File: src/rtl/bbm_pkg.sv
// Package: shared constants and types for the break-before-make sequencer.
// Assumes a 7-bit register address space with the switch data register at 0x01.
package bbm_pkg;
    localparam logic [6:0] SW_DATA_ADDR = 7'h01;
    localparam int         REG_W        = 8;

    typedef enum logic {
        ST_IDLE = 1'b0,
        ST_WAIT = 1'b1
    } seq_state_t;
endpackage

File: src/rtl/bbm_pending_slot.sv
// Single-entry holding slot for a switch pattern written during a transition.
// Assumes capture and consume are never asserted in the same cycle; a new
// capture overwrites any value already held, so only the latest survives.
module bbm_pending_slot #(
    parameter int W = 8
) (
    input  logic         clk,
    input  logic         rst_n,
    input  logic         capture,
    input  logic [W-1:0] cap_data,
    input  logic         consume,
    output logic         valid,
    output logic [W-1:0] data
);
    // Hold the newest captured pattern until the controller consumes it.
    always_ff @(posedge clk) begin
        if (!rst_n) begin
            valid <= 1'b0;
            data  <= '0;
        end else if (capture) begin
            valid <= 1'b1;
            data  <= cap_data;
        end else if (consume) begin
            valid <= 1'b0;
        end
    end
endmodule

File: src/rtl/bbm_dead_timer.sv
// Down-counter that measures the dead time between the open and close steps.
// Assumes load is pulsed on the edge that enters the wait; a load value of 0
// is treated as 1 so at least one cycle separates the two steps.
module bbm_dead_timer #(
    parameter int W = 8
) (
    input  logic         clk,
    input  logic         rst_n,
    input  logic         load,
    input  logic [W-1:0] load_val,
    input  logic         run,
    output logic         expire
);
    logic [W-1:0] cnt_q;

    // Load remaining wait edges, then count down while the wait runs.
    always_ff @(posedge clk) begin
        if (!rst_n) begin
            cnt_q <= '0;
        end else if (load) begin
            cnt_q <= (load_val == '0) ? '0 : load_val - 1'b1;
        end else if (run && cnt_q != '0) begin
            cnt_q <= cnt_q - 1'b1;
        end
    end

    assign expire = (cnt_q == '0);
endmodule

File: src/rtl/bbm_switch_seq.sv
// Break-before-make switch update sequencer (top).
// Accepts writes to the switch data register and drives one enable per switch.
// Each update first applies old AND new (opens only). If any switch is being
// closed, it waits the dead time before applying the new value. Writes that
// arrive during a transition are queued in a single slot (latest wins).
// Assumes N_SW is 4 or 8 and inputs are synchronous to clk.
module bbm_switch_seq #(
    parameter int N_SW   = 8,
    parameter int DEAD_W = 8
) (
    input  logic              clk,
    input  logic              rst_n,
    input  logic              wr_en,
    input  logic [6:0]        wr_addr,
    input  logic [7:0]        wr_data,
    input  logic [DEAD_W-1:0] dead_cycles,
    output logic [N_SW-1:0]   sw_en,
    output logic [7:0]        sw_reg,
    output logic              busy
);
    import bbm_pkg::*;

    localparam int PAD_W = REG_W - N_SW;

    seq_state_t      state_q;
    logic [N_SW-1:0] en_q;
    logic [N_SW-1:0] tgt_q;
    logic [N_SW-1:0] reg_q;
    logic            wr_hit;
    logic [N_SW-1:0] wr_val;
    logic            pend_valid;
    logic [N_SW-1:0] pend_data;
    logic            in_wait;
    logic            start;
    logic [N_SW-1:0] next_val;
    logic            closes;
    logic            timer_done;

    // Decode a write aimed at the switch data register.
    always_comb begin
        wr_hit = wr_en && (wr_addr == SW_DATA_ADDR);
        wr_val = wr_data[N_SW-1:0];
    end

    assign in_wait = (state_q == ST_WAIT);

    // Pick the pattern to apply next and whether it closes any switch.
    always_comb begin
        start    = !in_wait && (wr_hit || pend_valid);
        next_val = wr_hit ? wr_val : pend_data;
        closes   = |(next_val & ~en_q);
    end

    bbm_pending_slot #(.W(N_SW)) u_pend (
        .clk      (clk),
        .rst_n    (rst_n),
        .capture  (in_wait && wr_hit),
        .cap_data (wr_val),
        .consume  (start),
        .valid    (pend_valid),
        .data     (pend_data)
    );

    bbm_dead_timer #(.W(DEAD_W)) u_timer (
        .clk      (clk),
        .rst_n    (rst_n),
        .load     (start && closes),
        .load_val (dead_cycles),
        .run      (in_wait),
        .expire   (timer_done)
    );

    // Sequence each update through its open step and delayed close step.
    always_ff @(posedge clk) begin
        if (!rst_n) begin
            state_q <= ST_IDLE;
            en_q    <= '0;
            tgt_q   <= '0;
            reg_q   <= '0;
        end else begin
            case (state_q)
                ST_IDLE: begin
                    if (start) begin
                        reg_q <= next_val;
                        if (closes) begin
                            en_q    <= en_q & next_val;
                            tgt_q   <= next_val;
                            state_q <= ST_WAIT;
                        end else begin
                            en_q <= next_val;
                        end
                    end
                end
                ST_WAIT: begin
                    if (timer_done) begin
                        en_q    <= tgt_q;
                        state_q <= ST_IDLE;
                    end
                end
                default: state_q <= ST_IDLE;
            endcase
        end
    end

    assign sw_en = en_q;
    assign busy  = in_wait || pend_valid;

    // Zero-extend the readback for a bank narrower than the register.
    generate
        if (PAD_W > 0) begin : g_pad
            assign sw_reg = {{PAD_W{1'b0}}, reg_q};
        end else begin : g_full
            assign sw_reg = reg_q[REG_W-1:0];
        end
    endgenerate
endmodule

File: config.mk
export PLATFORM = sky130hd
export DESIGN_NAME = bbm_switch_seq
export DESIGN_NICKNAME = d
export VERILOG_FILES = /design/src/rtl/bbm_pkg.sv /design/src/rtl/bbm_pending_slot.sv /design/src/rtl/bbm_dead_timer.sv /design/src/rtl/bbm_switch_seq.sv
export SDC_FILE = /design/constraint.sdc
export NUM_CORES = 1
export LEC_CHECK = 0
export ABC_CLOCK_PERIOD_IN_PS = 2400
export BUFFER_PORTS_ARGS = -buffer_cell sky130_fd_sc_hd__buf_2
export CAP_MARGIN = 20
export CORE_UTILIZATION = 58
export CTS_BUF_LIST = sky130_fd_sc_hd__clkbuf_2 sky130_fd_sc_hd__clkbuf_4 sky130_fd_sc_hd__clkbuf_8
export CTS_CLUSTER_SIZE = 24
export DETAILED_ROUTE_END_ITERATION = 6
export PLACE_DENSITY = 0.88
export SETUP_SLACK_MARGIN = 0.05
export SYNTH_ARGS = -nofsm -noshare
export SYNTH_HDL_FRONTEND = slang
export SYNTH_SLANG_ARGS = --single-unit
File: constraint.sdc
create_clock -name clk -period 2.4 [get_ports clk]
set_input_delay 0.6 -clock clk [delete_from_list [all_inputs] [get_ports clk]]
set_output_delay 0.6 -clock clk [all_outputs]
set_load 0.01 [all_outputs]
== After elaboration in Yosys (flattened, before gate mapping) ==
Index checks and enable logic that the tools add are counted.

* Bitwise gates (word level): 4
* Eq/ne operators: 3
* $add $sub $neg: 2
* Muxes and demuxes: 14
* Reductions and logical operators: 17

{| class="wikitable"
|+ Operators with widths
! kind !! count
|-
| 8-bit two-way mux || 7
|-
| 8-bit bitwise AND || 2
|-
| 8-bit zero test || 2
|-
| 8-bit case mux with 2 select lines || 1
|-
| 8-bit by 1-bit subtractor with 8-bit output (second input constant) || 2
|-
| 8-bit inverter || 1
|-
| 8-bit nonzero test || 1
|-
| 8-bit OR reduction || 1
|-
| 7-bit by 1-bit == test with 1-bit output (second input constant) || 1
|-
| 1-bit logical AND || 5
|-
| 1-bit two-way mux || 5
|-
| 2-bit AND reduction || 2
|-
| 2-bit nonzero test || 2
|-
| 3-bit AND reduction || 1
|-
| 1-bit logical OR || 2
|-
| 2-bit by 1-bit inequality test with 1-bit output (second input constant) || 1
|-
| 2-bit inequality test (second input constant) || 1
|-
| 1-bit case mux with 2 select lines || 1
|-
| 1-bit zero test || 1
|-
| 1-bit inverter || 1
|}

* Flip-flop bits (word level): 42
* Bits of input ports: 26
* Output and inout bits: 17
* Logic and storage cells: 47

== Longest topological paths before layout ==
Gate-level depths: netlist of the first run.

* Depth in word-level cells: 8
* Depth in mapped cells: 7
* Gate-level depth less buffers: 7

== By module ==
Synthesis of the first run repeated with hierarchy kept, for this count alone.

* Cell total of the unflattened synthesis: 280
* Area, all modules: 2,575.0 sq um

{| class="wikitable"
|+ By module, submodules not included
! module !! cells an instance !! area an instance (sq um) !! instances !! sequential area each (sq um)
|-
| bbm_switch_seq || 168 || 1,512.7 || 1 || 500.5
|-
| bbm_dead_timer || 84 || 726.9 || 1 || 160.2
|-
| bbm_pending_slot || 28 || 335.3 || 1 || 180.2
|}

== Worst setup path before layout of the first run ==
No wires, ideal clock.

* Path kind: input -> register
* Start point: input port wr_addr[5]
* End point: register en_q[7] (netlist: sw_en[7])
* Stages: 6
* Buffers on the path: 1
* Setup slack: 241 ps
* Arrival time: 2,024 ps
* Data required time: 2,265 ps
* Setup time: 135 ps
* Cell sequence: or4b_1 > buf_4 > nor2_8 > nor4_1 > o31ai_4 > a211oi_1

* Longest elaborated chain between the ends: 8
* Elaborated cells on any way between the ends: 13
* Those cells by class: eq/ne (2); mux (4); bitwise (2); reduce/logical (5)

{| class="wikitable"
|+ Ends and longest elaborated chain
! item !! line !! RTL
|-
| start: declaration || bbm_switch_seq.sv:14 || <nowiki>input logic [6:0] wr_addr,</nowiki>
|-
| 7-bit by 1-bit == test with 1-bit output (*) || bbm_switch_seq.sv:41 || <nowiki>wr_hit = wr_en && (wr_addr == SW_DATA_ADDR);</nowiki>
|-
| 1-bit logical AND (*) || bbm_switch_seq.sv:41 ||
|-
| 8-bit two-way mux || bbm_switch_seq.sv:50 || <nowiki>next_val = wr_hit ? wr_val : pend_data;</nowiki>
|-
| 8-bit bitwise AND || bbm_switch_seq.sv:51 || <nowiki>closes = |(next_val & ~en_q);</nowiki>
|-
| 8-bit OR reduction || bbm_switch_seq.sv:51 ||
|-
| 8-bit two-way mux || bbm_switch_seq.sv:85 || <nowiki>if (closes) begin</nowiki>
|-
| 8-bit two-way mux || bbm_switch_seq.sv:83 || <nowiki>if (start) begin</nowiki>
|-
| 8-bit case mux with 2 select lines || bbm_switch_seq.sv:81 || <nowiki>case (state_q)</nowiki>
|-
| end signal: assignment || bbm_switch_seq.sv:86 || <nowiki>en_q <= en_q & next_val;</nowiki>
|-
| end signal: assignment || bbm_switch_seq.sv:90 || <nowiki>en_q <= next_val;</nowiki>
|-
| end signal: assignment || bbm_switch_seq.sv:96 || <nowiki>en_q <= tgt_q;</nowiki>
|-
| end: declaration || bbm_switch_seq.sv:26 || <nowiki>logic [N_SW-1:0] en_q;</nowiki>
|}

Every way passes the cells marked *; elsewhere a longest branch is shown, timed or not. The select of a mux whose other input is x is not followed.
A chain may end at the register's enable or synchronous reset.

== Worst setup path in the final report of the first run ==
* Start point: register u_timer.cnt_q[0]
* End point: register u_timer.cnt_q[2]

* Longest elaborated chain between the ends: 3
* Elaborated cells on any way between the ends: 6
* Those cells by class: add/sub (1); mux (2); reduce/logical (3)

{| class="wikitable"
|+ Ends and longest elaborated chain
! item !! line !! RTL
|-
| start: declaration || bbm_dead_timer.sv:14 || <nowiki>logic [W-1:0] cnt_q;</nowiki>
|-
| start signal: assignment || bbm_dead_timer.sv:21 || <nowiki>cnt_q <= (load_val == '0) ? '0 : load_val - 1'b1;</nowiki>
|-
| start signal: assignment || bbm_dead_timer.sv:23 || <nowiki>cnt_q <= cnt_q - 1'b1;</nowiki>
|-
| 8-bit by 1-bit subtractor with 8-bit output / 8-bit nonzero test (equally long branches) || bbm_dead_timer.sv:23, bbm_dead_timer.sv:22 ||
|-
| 8-bit two-way mux / 1-bit logical AND (equally long branches) || bbm_dead_timer.sv:22 || <nowiki>end else if (run && cnt_q != '0) begin</nowiki>
|-
| 8-bit two-way mux / 2-bit nonzero test (equally long branches) || - ||
|}

Parallel ways exist; a longest one is shown, timed or not. The select of a mux whose other input is x is not followed.

==> results.json, run 1 <==
{
  "start_util": 0.628,
  "synth_seq_cells": 42,
  "post-route-period-util": 0.901,
  "synth_area_per_cell_um2": 8.77,
  "num_vias": 2333,
  "grt_antenna_before_repair": 0,
  "cp_cell_sequence": "inv_1 -> ha_1 -> or4b_4 -> o41ai_4 -> buf_4 -> buf_4 -> nor3b_1 -> a21oi_1 -> a211oi_1",
  "synthCells": 272,
  "min_from": "sw_en[0]$_SDFFE_PN0P_",
  "crit_fanout": 5,
  "clock_sinks": 42,
  "finalHoldViolations": 0,
  "cp_data_arrival_time_ns": 2.34,
  "synth_flop_cell": "dfxtp_1",
  "rsz0062_at_grt": "false",
  "ys_seq_area_frac": 0.352,
  "drtIter0Drc": 245,
  "path_clk_slew_ns": 0.09,
  "fmax_mhz": 463,
  "status": "completed",
  "rows": 22,
  "grtUsageTotal": 0.309,
  "path_class": "flop to flop",
  "grt_pass1_wl_um": 10300,
  "worst_ep_required_time_ns": 2.58,
  "crit_slowest_cell": "or4b_4",
  "syn2layout_area_growth_pct": 18.1,
  "nFillCells": 275,
  "via_per_inst": 6.25,
  "drv_cap": 0,
  "regToRegStartpoint": "u_timer.cnt_q[0]$_SDFFE_PN0P_",
  "synthesis.nets": 302,
  "dp_hpwl_um": 4680,
  "drtPass1Iterations": 7,
  "globalRoute.totalOverflow": 0,
  "register_area_um2": 841,
  "leakagePower_nw": 1.24,
  "gp_congestion": 0.949,
  "synth_edf_count": 0,
  "whs_ns": 0.478,
  "route.detailed.drc": 0,
  "die-area_um2": 4370,
  "maxSlewViolCount": 0,
  "cp-start-kind": "flop",
  "cts-resized-gates": 0,
  "grt_max_degree": 20,
  "wl_per_cell_um": 16.8,
  "synth_area_leaders": "dfxtp_1 35%, mux2i_1 6.3%, nor2_1 4.2%",
  "io_pins": 43,
  "port_buffers": 42,
  "slowest_delay_ns": 0.51,
  "cts_buffer_depth": 2,
  "holdCritPathClass": "flop to flop",
  "async_flop_share": 0,
  "grt_pass1_vias": 2105,
  "tightest_slew_ns": 0.619,
  "clock_latency_ns": 0.30,
  "core_area_um2": 3800,
  "cp-end-kind": "flop",
  "netlist.area_leader.share": 0.352,
  "drive_gt1_frac": 0.249,
  "die_width_um": 66.1,
  "synth_common_cells": "42 x dfxtp_1, 27 x nor2_1, 18 x a21oi_1",
  "yosysWarningCount": 0,
  "slew_headroom": 0.587,
  "die_y_um": 66.1,
  "peakVddDrop_uv": 475,
  "syn-cell-area_um2": 2390,
  "synthDistinctLibCells": 51,
  "setup_viol_count_final": 0,
  "path_common_cell": "buf_4",
  "cts_inserted_buffers": 5,
  "fin_nets": 354,
  "tritoncts": "yes",
  "ant_nets": 0,
  "final_util": 0.742,
  "h-tree-depth": 2,
  "worstSetupStartpoint": "u_timer.cnt_q[0]$_SDFFE_PN0P_",
  "power_density_nw_per_um2": 462,
  "yosysTopAreaCell": "dfxtp_1",
  "period_minus_slack_ns": 2.16,
  "wl_um": 6250,
  "synth.most_common_cell": "dfxtp_1",
  "clock_skew_ns": 0.00673,
  "n_antenna_cell": 0,
  "root_buffer": "clkbuf_8",
  "multi_input_area_um2": 1410
}
## logic make-up after synthesis
group           Yosys count  synth area share
simple gates             86             0.211
compound gates           85             0.261
flops                    42             0.352
buf+inv                  31            0.0566
mux                      17            0.0724
xor+xnor                  7            0.0257
fa+ha+maj                 4            0.0210
## metrics by stage
stage,power (mW),cells,instance area [um2],setup WS [ns],TNS [ns]
after floorplan,0.764,272,2390,0.241,0
after global placement,0.814,363,2710,0.00245,0
after detailed placement,0.815,363,2710,-0.0341,-0.0767
after CTS,1.30,371,2800,0.187,0
after global routing,1.34,373,2820,0.152,0
final,1.30,373,2820,0.238,0
## where the power goes
group | internal [mW] | total [mW] | switching [mW]
sequential | 0.698 | 0.700 | 0.00146
combinational | 0.0435 | 0.102 | 0.0581
clock | 0.218 | 0.500 | 0.282
total | 0.959 | 1.30 | 0.342
## what timing repair did
item                                    CTS  global route
hold buffers                              0             0
endpoints found under the setup margin    0             1
buffers inserted                          0             2
## worst paths after layout
| kind | slack [ns] | cells past startpoint | to |
|---|---|---|---|
| worst min-delay path | 0.48 | 2 | sw_en[0]$_SDFFE_PN0P_ |
| worst min register to register | 0.48 | 2 | sw_en[0]$_SDFFE_PN0P_ |
| worst max register to register | 0.24 | 9 | u_timer.cnt_q[2]$_SDFFE_PN0P_ |
| worst max-delay path | 0.24 | 9 | u_timer.cnt_q[2]$_SDFFE_PN0P_ |
## final cells by class
cell class / instances / area share
clock buffers: 5 / 0.0244
clock inverters: 3 / 0.0102
inverters: 18 / 0.0240
multi-input cells: 199 / 0.500
flip-flops and latches: 42 / 0.298
well taps: 48 / 0.0213
repair buffers: 58 / 0.122
## critical path: cells and delay by family, from the launching register on
kind,cells,cell delay (ns)
AOI/OAI and AO/OA,3,0.53
adders and majority gates,1,0.19
buffers and inverters,3,0.43
DFF,1,0.32
and+or+nand+nor,2,0.55
## routing by layer
metal / global-route usage / vias up / part of all wire
met5: 0 / - / 0
met1: 0.442 / 1062 / 0.44
met3: 0.0741 / 10 / 0.11
met2: 0.462 / 155 / 0.44
li1: - / 1106 / -
met4: 0.0824 / 0 / 0.012
## cells in the final DEF, fill, tap and decap left out, drive strengths merged, types with 3 or more instances in the layout
master,netlist,final
nor4b,3,3
nand3,4,4
clkinv,2,3
dfxtp,42,42
inv,16,18
o311a,7,7
nor4,3,3
nor2b,6,6
o21ai,25,25
a21oi,18,18
ha,4,4
nand2b,9,9
buf,6,58
nand2,8,8
o211ai,6,6
nor3,15,15
xnor2,5,5
o2111ai,3,3
nor2,29,29
or4b,3,3
mux2i,15,15
clkbuf,7,5
a211oi,14,14
No activity file was read; power rests on OpenSTA's default activity.
==> run 2: changes to the inputs <==
CORE_ASPECT_RATIO = 1.2   (was unset)
==> results.json, run 2 (synthesis results as in run 1) <==
{
  "path_clk_slew_ns": 0.09,
  "path_class": "flop to flop",
  "fmax_mhz": 446,
  "syn2layout_area_growth_pct": 21.1,
  "crit_fanout": 4,
  "cts-resized-gates": 0,
  "slowest_delay_ns": 0.51,
  "wl_um": 5980,
  "clock_skew_ns": 0.0142,
  "cts_inserted_buffers": 5,
  "fin_nets": 358,
  "gp_congestion": 0.902,
  "power_density_nw_per_um2": 519,
  "io_pins": 43,
  "clock_sinks": 42,
  "setup_viol_count_final": 0,
  "drv_cap": 0,
  "final_cell_mix": "42 x dfxtp_1, 42 x buf_2, 27 x nor2_1, 20 x buf_4, 18 x a21oi_1",
  "peakVddDrop_uv": 476,
  "die_y_um": 72.3,
  "cp-start-kind": "flop",
  "via_per_inst": 6.02,
  "h-tree-depth": 2,
  "die-area_um2": 4380,
  "holdCritPathClass": "flop to flop",
  "post-route-period-util": 0.934,
  "core_area_um2": 3940,
  "period_minus_slack_ns": 2.24,
  "drtPass1Iterations": 4,
  "clock_latency_ns": 0.31,
  "dp_hpwl_um": 4500,
  "rows": 25,
  "cts_buffer_depth": 2,
  "cp-end-kind": "flop",
  "num_vias": 2304,
  "grt_antenna_before_repair": 0,
  "tritoncts": "yes",
  "finalHoldViolations": 0,
  "drive_gt1_frac": 0.258,
  "slew_headroom": 0.544,
  "cts_hold_buf": 0,
  "cp_data_arrival_time_ns": 2.47,
  "post_cts_buffers": 0,
  "status": "completed",
  "wl_per_cell_um": 15.6,
  "route.detailed.drc": 0,
  "port_buffers": 42,
  "tightest_slew_ns": 0.684,
  "setup_tns_ns": 0,
  "die_width_um": 60.6,
  "grt_pass1_wl_um": 9770,
  "cp_cell_sequence": "inv_1 -> ha_1 -> or4b_4 -> o41ai_4 -> buf_4 -> mux2i_1 -> nand3_1 -> a21oi_1",
  "globalRoute.totalOverflow": 0,
  "crit_slowest_cell": "or4b_4",
  "top_layer": "met4",
  "drt-met1-wl_um": 2410,
  "grt_pass1_vias": 2223,
  "drtIter0Drc": 274,
  "start_util": 0.605,
  "grt_max_degree": 18,
  "rsz0062_at_grt": "false",
  "maxSlewViolCount": 0,
  "wl_met2_um": 3050,
  "cpLargestDelayFamily": "simple AND/OR/NAND/NOR gates",
  "path_buf_inv": 2,
  "root_buffer": "clkbuf_8",
  "final_util": 0.733,
  "ant_nets": 0,
  "leakagePower_nw": 1.28,
  "wl_met3_um": 377,
  "n_antenna_cell": 0,
  "grtUsageTotal": 0.296,
  "worst_ep_required_time_ns": 2.62
}
## run 2: changes by cell type in the layout (fill, tap and decap cells not counted), sizes merged
| cell | previous run | this run |
|---|---|---|
| clkinv | 3 | 2 |
| bufinv | 0 | 2 |
| inv | 18 | 16 |
| buf | 58 | 62 |
| clkbuf | 5 | 6 |
## run 2: final cells by class
cell class                      count  area, um2
Timing Repair Buffer               62        360
Clock inverter                      2       60.1
Sequential cell                    42        841
Tap cell                           54       67.6
Clock buffer                        6       82.6
Multi-Input combinational cell    199       1410
Fill cell                         294       1050
Inverter                           18       67.6
## run 2: where the power goes
part | switching (mW) | internal (mW)
clock network | 0.255 | 0.444
registers | 0.00147 | 0.698
logic | 0.0574 | 0.0426
## run 2: worst paths after layout
kind	from	end	slack [ns]	cells after the start
min reg2reg	sw_en[5]$_SDFFE_PN0P_	sw_en[5]$_SDFFE_PN0P_	0.48	2
max reg2reg	u_timer.cnt_q[0]$_SDFFE_PN0P_	u_timer.cnt_q[1]$_SDFFE_PN0P_	0.16	8
max	u_timer.cnt_q[0]$_SDFFE_PN0P_	u_timer.cnt_q[1]$_SDFFE_PN0P_	0.16	8
min	sw_en[5]$_SDFFE_PN0P_	sw_en[5]$_SDFFE_PN0P_	0.48	2
## run 2: tightest hold or removal path, cell delays in order (launching register included)
cell and delay [ns]:
dfxtp_1 0.34, inv_1 0.06, a21oi_1 0.05
## run 2: stage by stage
stage	setup WS (ns)	total power [mW]	std cells	area (um2)	hold slack (ns)
after floorplan	0.241	0.764	272	2390	0.463
after global placement	0.0364	0.812	375	2750	0.463
after detailed placement	-0.00118	0.814	375	2750	0.470
after CTS	0.163	1.50	383	2890	0.485
after global routing	0.0736	1.54	383	2890	0.509
final	0.159	1.50	383	2890	0.485
## run 2: routing by layer
| metal | track usage | vias up |
|---|---|---|
| met5 | 0 | - |
| met4 | 0.134 | 0 |
| met3 | 0.0606 | 16 |
| met2 | 0.513 | 104 |
| met1 | 0.342 | 1071 |
| li1 | - | 1113 |
==> run 3: changes to the inputs <==
GPL_TIMING_DRIVEN = 0   (was unset)
==> results.json, run 3 (synthesis results as in run 1) <==
{
  "cp_cell_sequence": "buf_2 -> or4b_1 -> buf_4 -> nor2_8 -> nor4_1 -> o31ai_4 -> a21oi_1",
  "clock_skew_ns": 0.00625,
  "grt_max_degree": 13,
  "leakagePower_nw": 1.23,
  "root_buffer": "clkbuf_8",
  "globalRoute.totalOverflow": 0,
  "path_class": "primary input to flop",
  "whs_ns": 0.472,
  "cts-resized-gates": 0,
  "dp.cells": 368,
  "fin_nets": 357,
  "status": "completed",
  "clock_latency_ns": 0.29,
  "h-tree-depth": 2,
  "io_pins": 43,
  "worst_ep_required_time_ns": 2.56,
  "crit_slowest_cell": "or4b_1",
  "grt_antenna_before_repair": 0,
  "grtUsageTotal": 0.294,
  "place_area_um2": 2660,
  "wl_um": 6120,
  "tritoncts": "yes",
  "rr_worst_depth": 5,
  "fmax_mhz": 445,
  "gp_congestion": 0.892,
  "post-route-period-util": 0.936,
  "min_path_cells": 2,
  "wl_per_cell_um": 16.0,
  "grt_pass1_vias": 2118,
  "drtPass1Iterations": 5,
  "fin_area_um2": 2800,
  "port_buffers": 42,
  "via_per_inst": 6.05,
  "grt_pass1_wl_um": 9660,
  "path_buf_inv": 2,
  "cp-start-kind": "primary input",
  "period_minus_slack_ns": 2.25,
  "core_area_um2": 3940,
  "path_clk_slew_ns": 0.08,
  "setup_slack_ns": 0.153,
  "rows": 25,
  "peakVddDrop_uv": 363,
  "dp_hpwl_um": 4500,
  "die_y_um": 72.3,
  "drv_cap": 0,
  "layoutNonFillerInstCount": 382,
  "die-area_um2": 4380,
  "final_cell_mix": "45 x buf_2, 42 x dfxtp_1, 27 x nor2_1, 18 x a21oi_1",
  "final_util": 0.711,
  "cts_buffer_depth": 2,
  "cp_data_arrival_time_ns": 2.41,
  "num_vias": 2313,
  "slew_headroom": 0.449,
  "finalHoldViolations": 0,
  "die_width_um": 60.6,
  "setup_viol_count_final": 0,
  "post-place-ws_ns": -0.117,
  "drive_gt1_frac": 0.235,
  "holdCritPathClass": "flop to flop",
  "cp-end-kind": "flop",
  "maxSlewViolCount": 0,
  "cp.depth": 7,
  "slowest_delay_ns": 0.52,
  "ant_nets": 0,
  "clock_sinks": 42,
  "drtIter0Drc": 170,
  "nFillCells": 347,
  "power_density_nw_per_um2": 455,
  "n_antenna_cell": 0,
  "cts_inserted_buffers": 5,
  "syn2layout_area_growth_pct": 17.5,
  "final_common_cell": "buf_2",
  "crit_fanout": 10,
  "rsz0062_at_grt": "false",
  "tightest_slew_ns": 0.827,
  "start_util": 0.605,
  "cpLargestDelayFamily": "simple AND/OR/NAND/NOR gates",
  "route.detailed.drc": 0
}
[run 3: cell count changes in the layout (fill, tap and decap cells not counted)]
cell / before / now
bufinv_16: 2 / 0
buf_4: 20 / 8
clkinv_2: 0 / 1
clkbuf_1: 0 / 7
buf_2: 42 / 45
clkbuf_4: 0 / 1
buf_6: 0 / 1
[run 3: path summary, 6_finish.rpt]
kind                                                   from                            end  slack [ns]
worst max register to register  u_pend.data[1]$_SDFFE_PN0P_  u_timer.cnt_q[2]$_SDFFE_PN0P_        0.25
worst max-delay path                             wr_addr[5]          sw_en[1]$_SDFFE_PN0P_        0.15
worst min-delay path                  sw_en[6]$_SDFFE_PN0P_          sw_en[6]$_SDFFE_PN0P_        0.47
worst min register to register        sw_en[6]$_SDFFE_PN0P_          sw_en[6]$_SDFFE_PN0P_        0.47
[run 3: metal layers]
| layer | vias up | GRT usage | wire length [um] |
|---|---|---|---|
| met3 | 14 | 0.0553 | 362 |
| li1 | 1110 | - | - |
| met5 | - | 0 | 0 |
| met2 | 105 | 0.519 | 3140 |
| met1 | 1084 | 0.343 | 2480 |
| met4 | 0 | 0.111 | 132 |
[run 3: area by class of cell]
class | instances | area [um2] | share of cell area
buffer | 13 | 67.6 | 0.0241
multi-input combinational | 199 | 1410 | 0.503
tap | 54 | 67.6 | 0.0241
sequential | 42 | 841 | 0.300
inverter | 18 | 67.6 | 0.0241
clock buffer | 7 | 90.1 | 0.0321
timing repair buffer | 48 | 255 | 0.0910
clock inverter | 1 | 5.00 | 0.00178
[run 3: stage by stage]
stage          total power, mW  TNS (ns)
2_1_floorplan            0.764         0
3_3_place_gp             0.810     -1.25
3_5_place_dp             0.812     -2.12
4_1_cts                   1.28         0
5_1_grt                   1.31         0
6_report                  1.28         0
[run 3: worst min-delay path, cell delays in order (launching register included)]
cell,delay [ns]
dfxtp_1,0.33
inv_1,0.05
a21oi_1,0.05
[run 3: timing repair]
action | in CTS | in global routing
hold buffers | 0 | 0
buffers inserted | 0 | 6
endpoints found under the setup margin | 0 | 8
[run 3: where the power goes]
group	leakage (nW)	switching [mW]	total [mW]	internal [mW]
registers	0.338	0.00144	0.700	0.698
logic	0.837	0.0575	0.0984	0.0409
clock network	0.0517	0.234	0.477	0.243
total	1.23	0.293	1.28	0.982
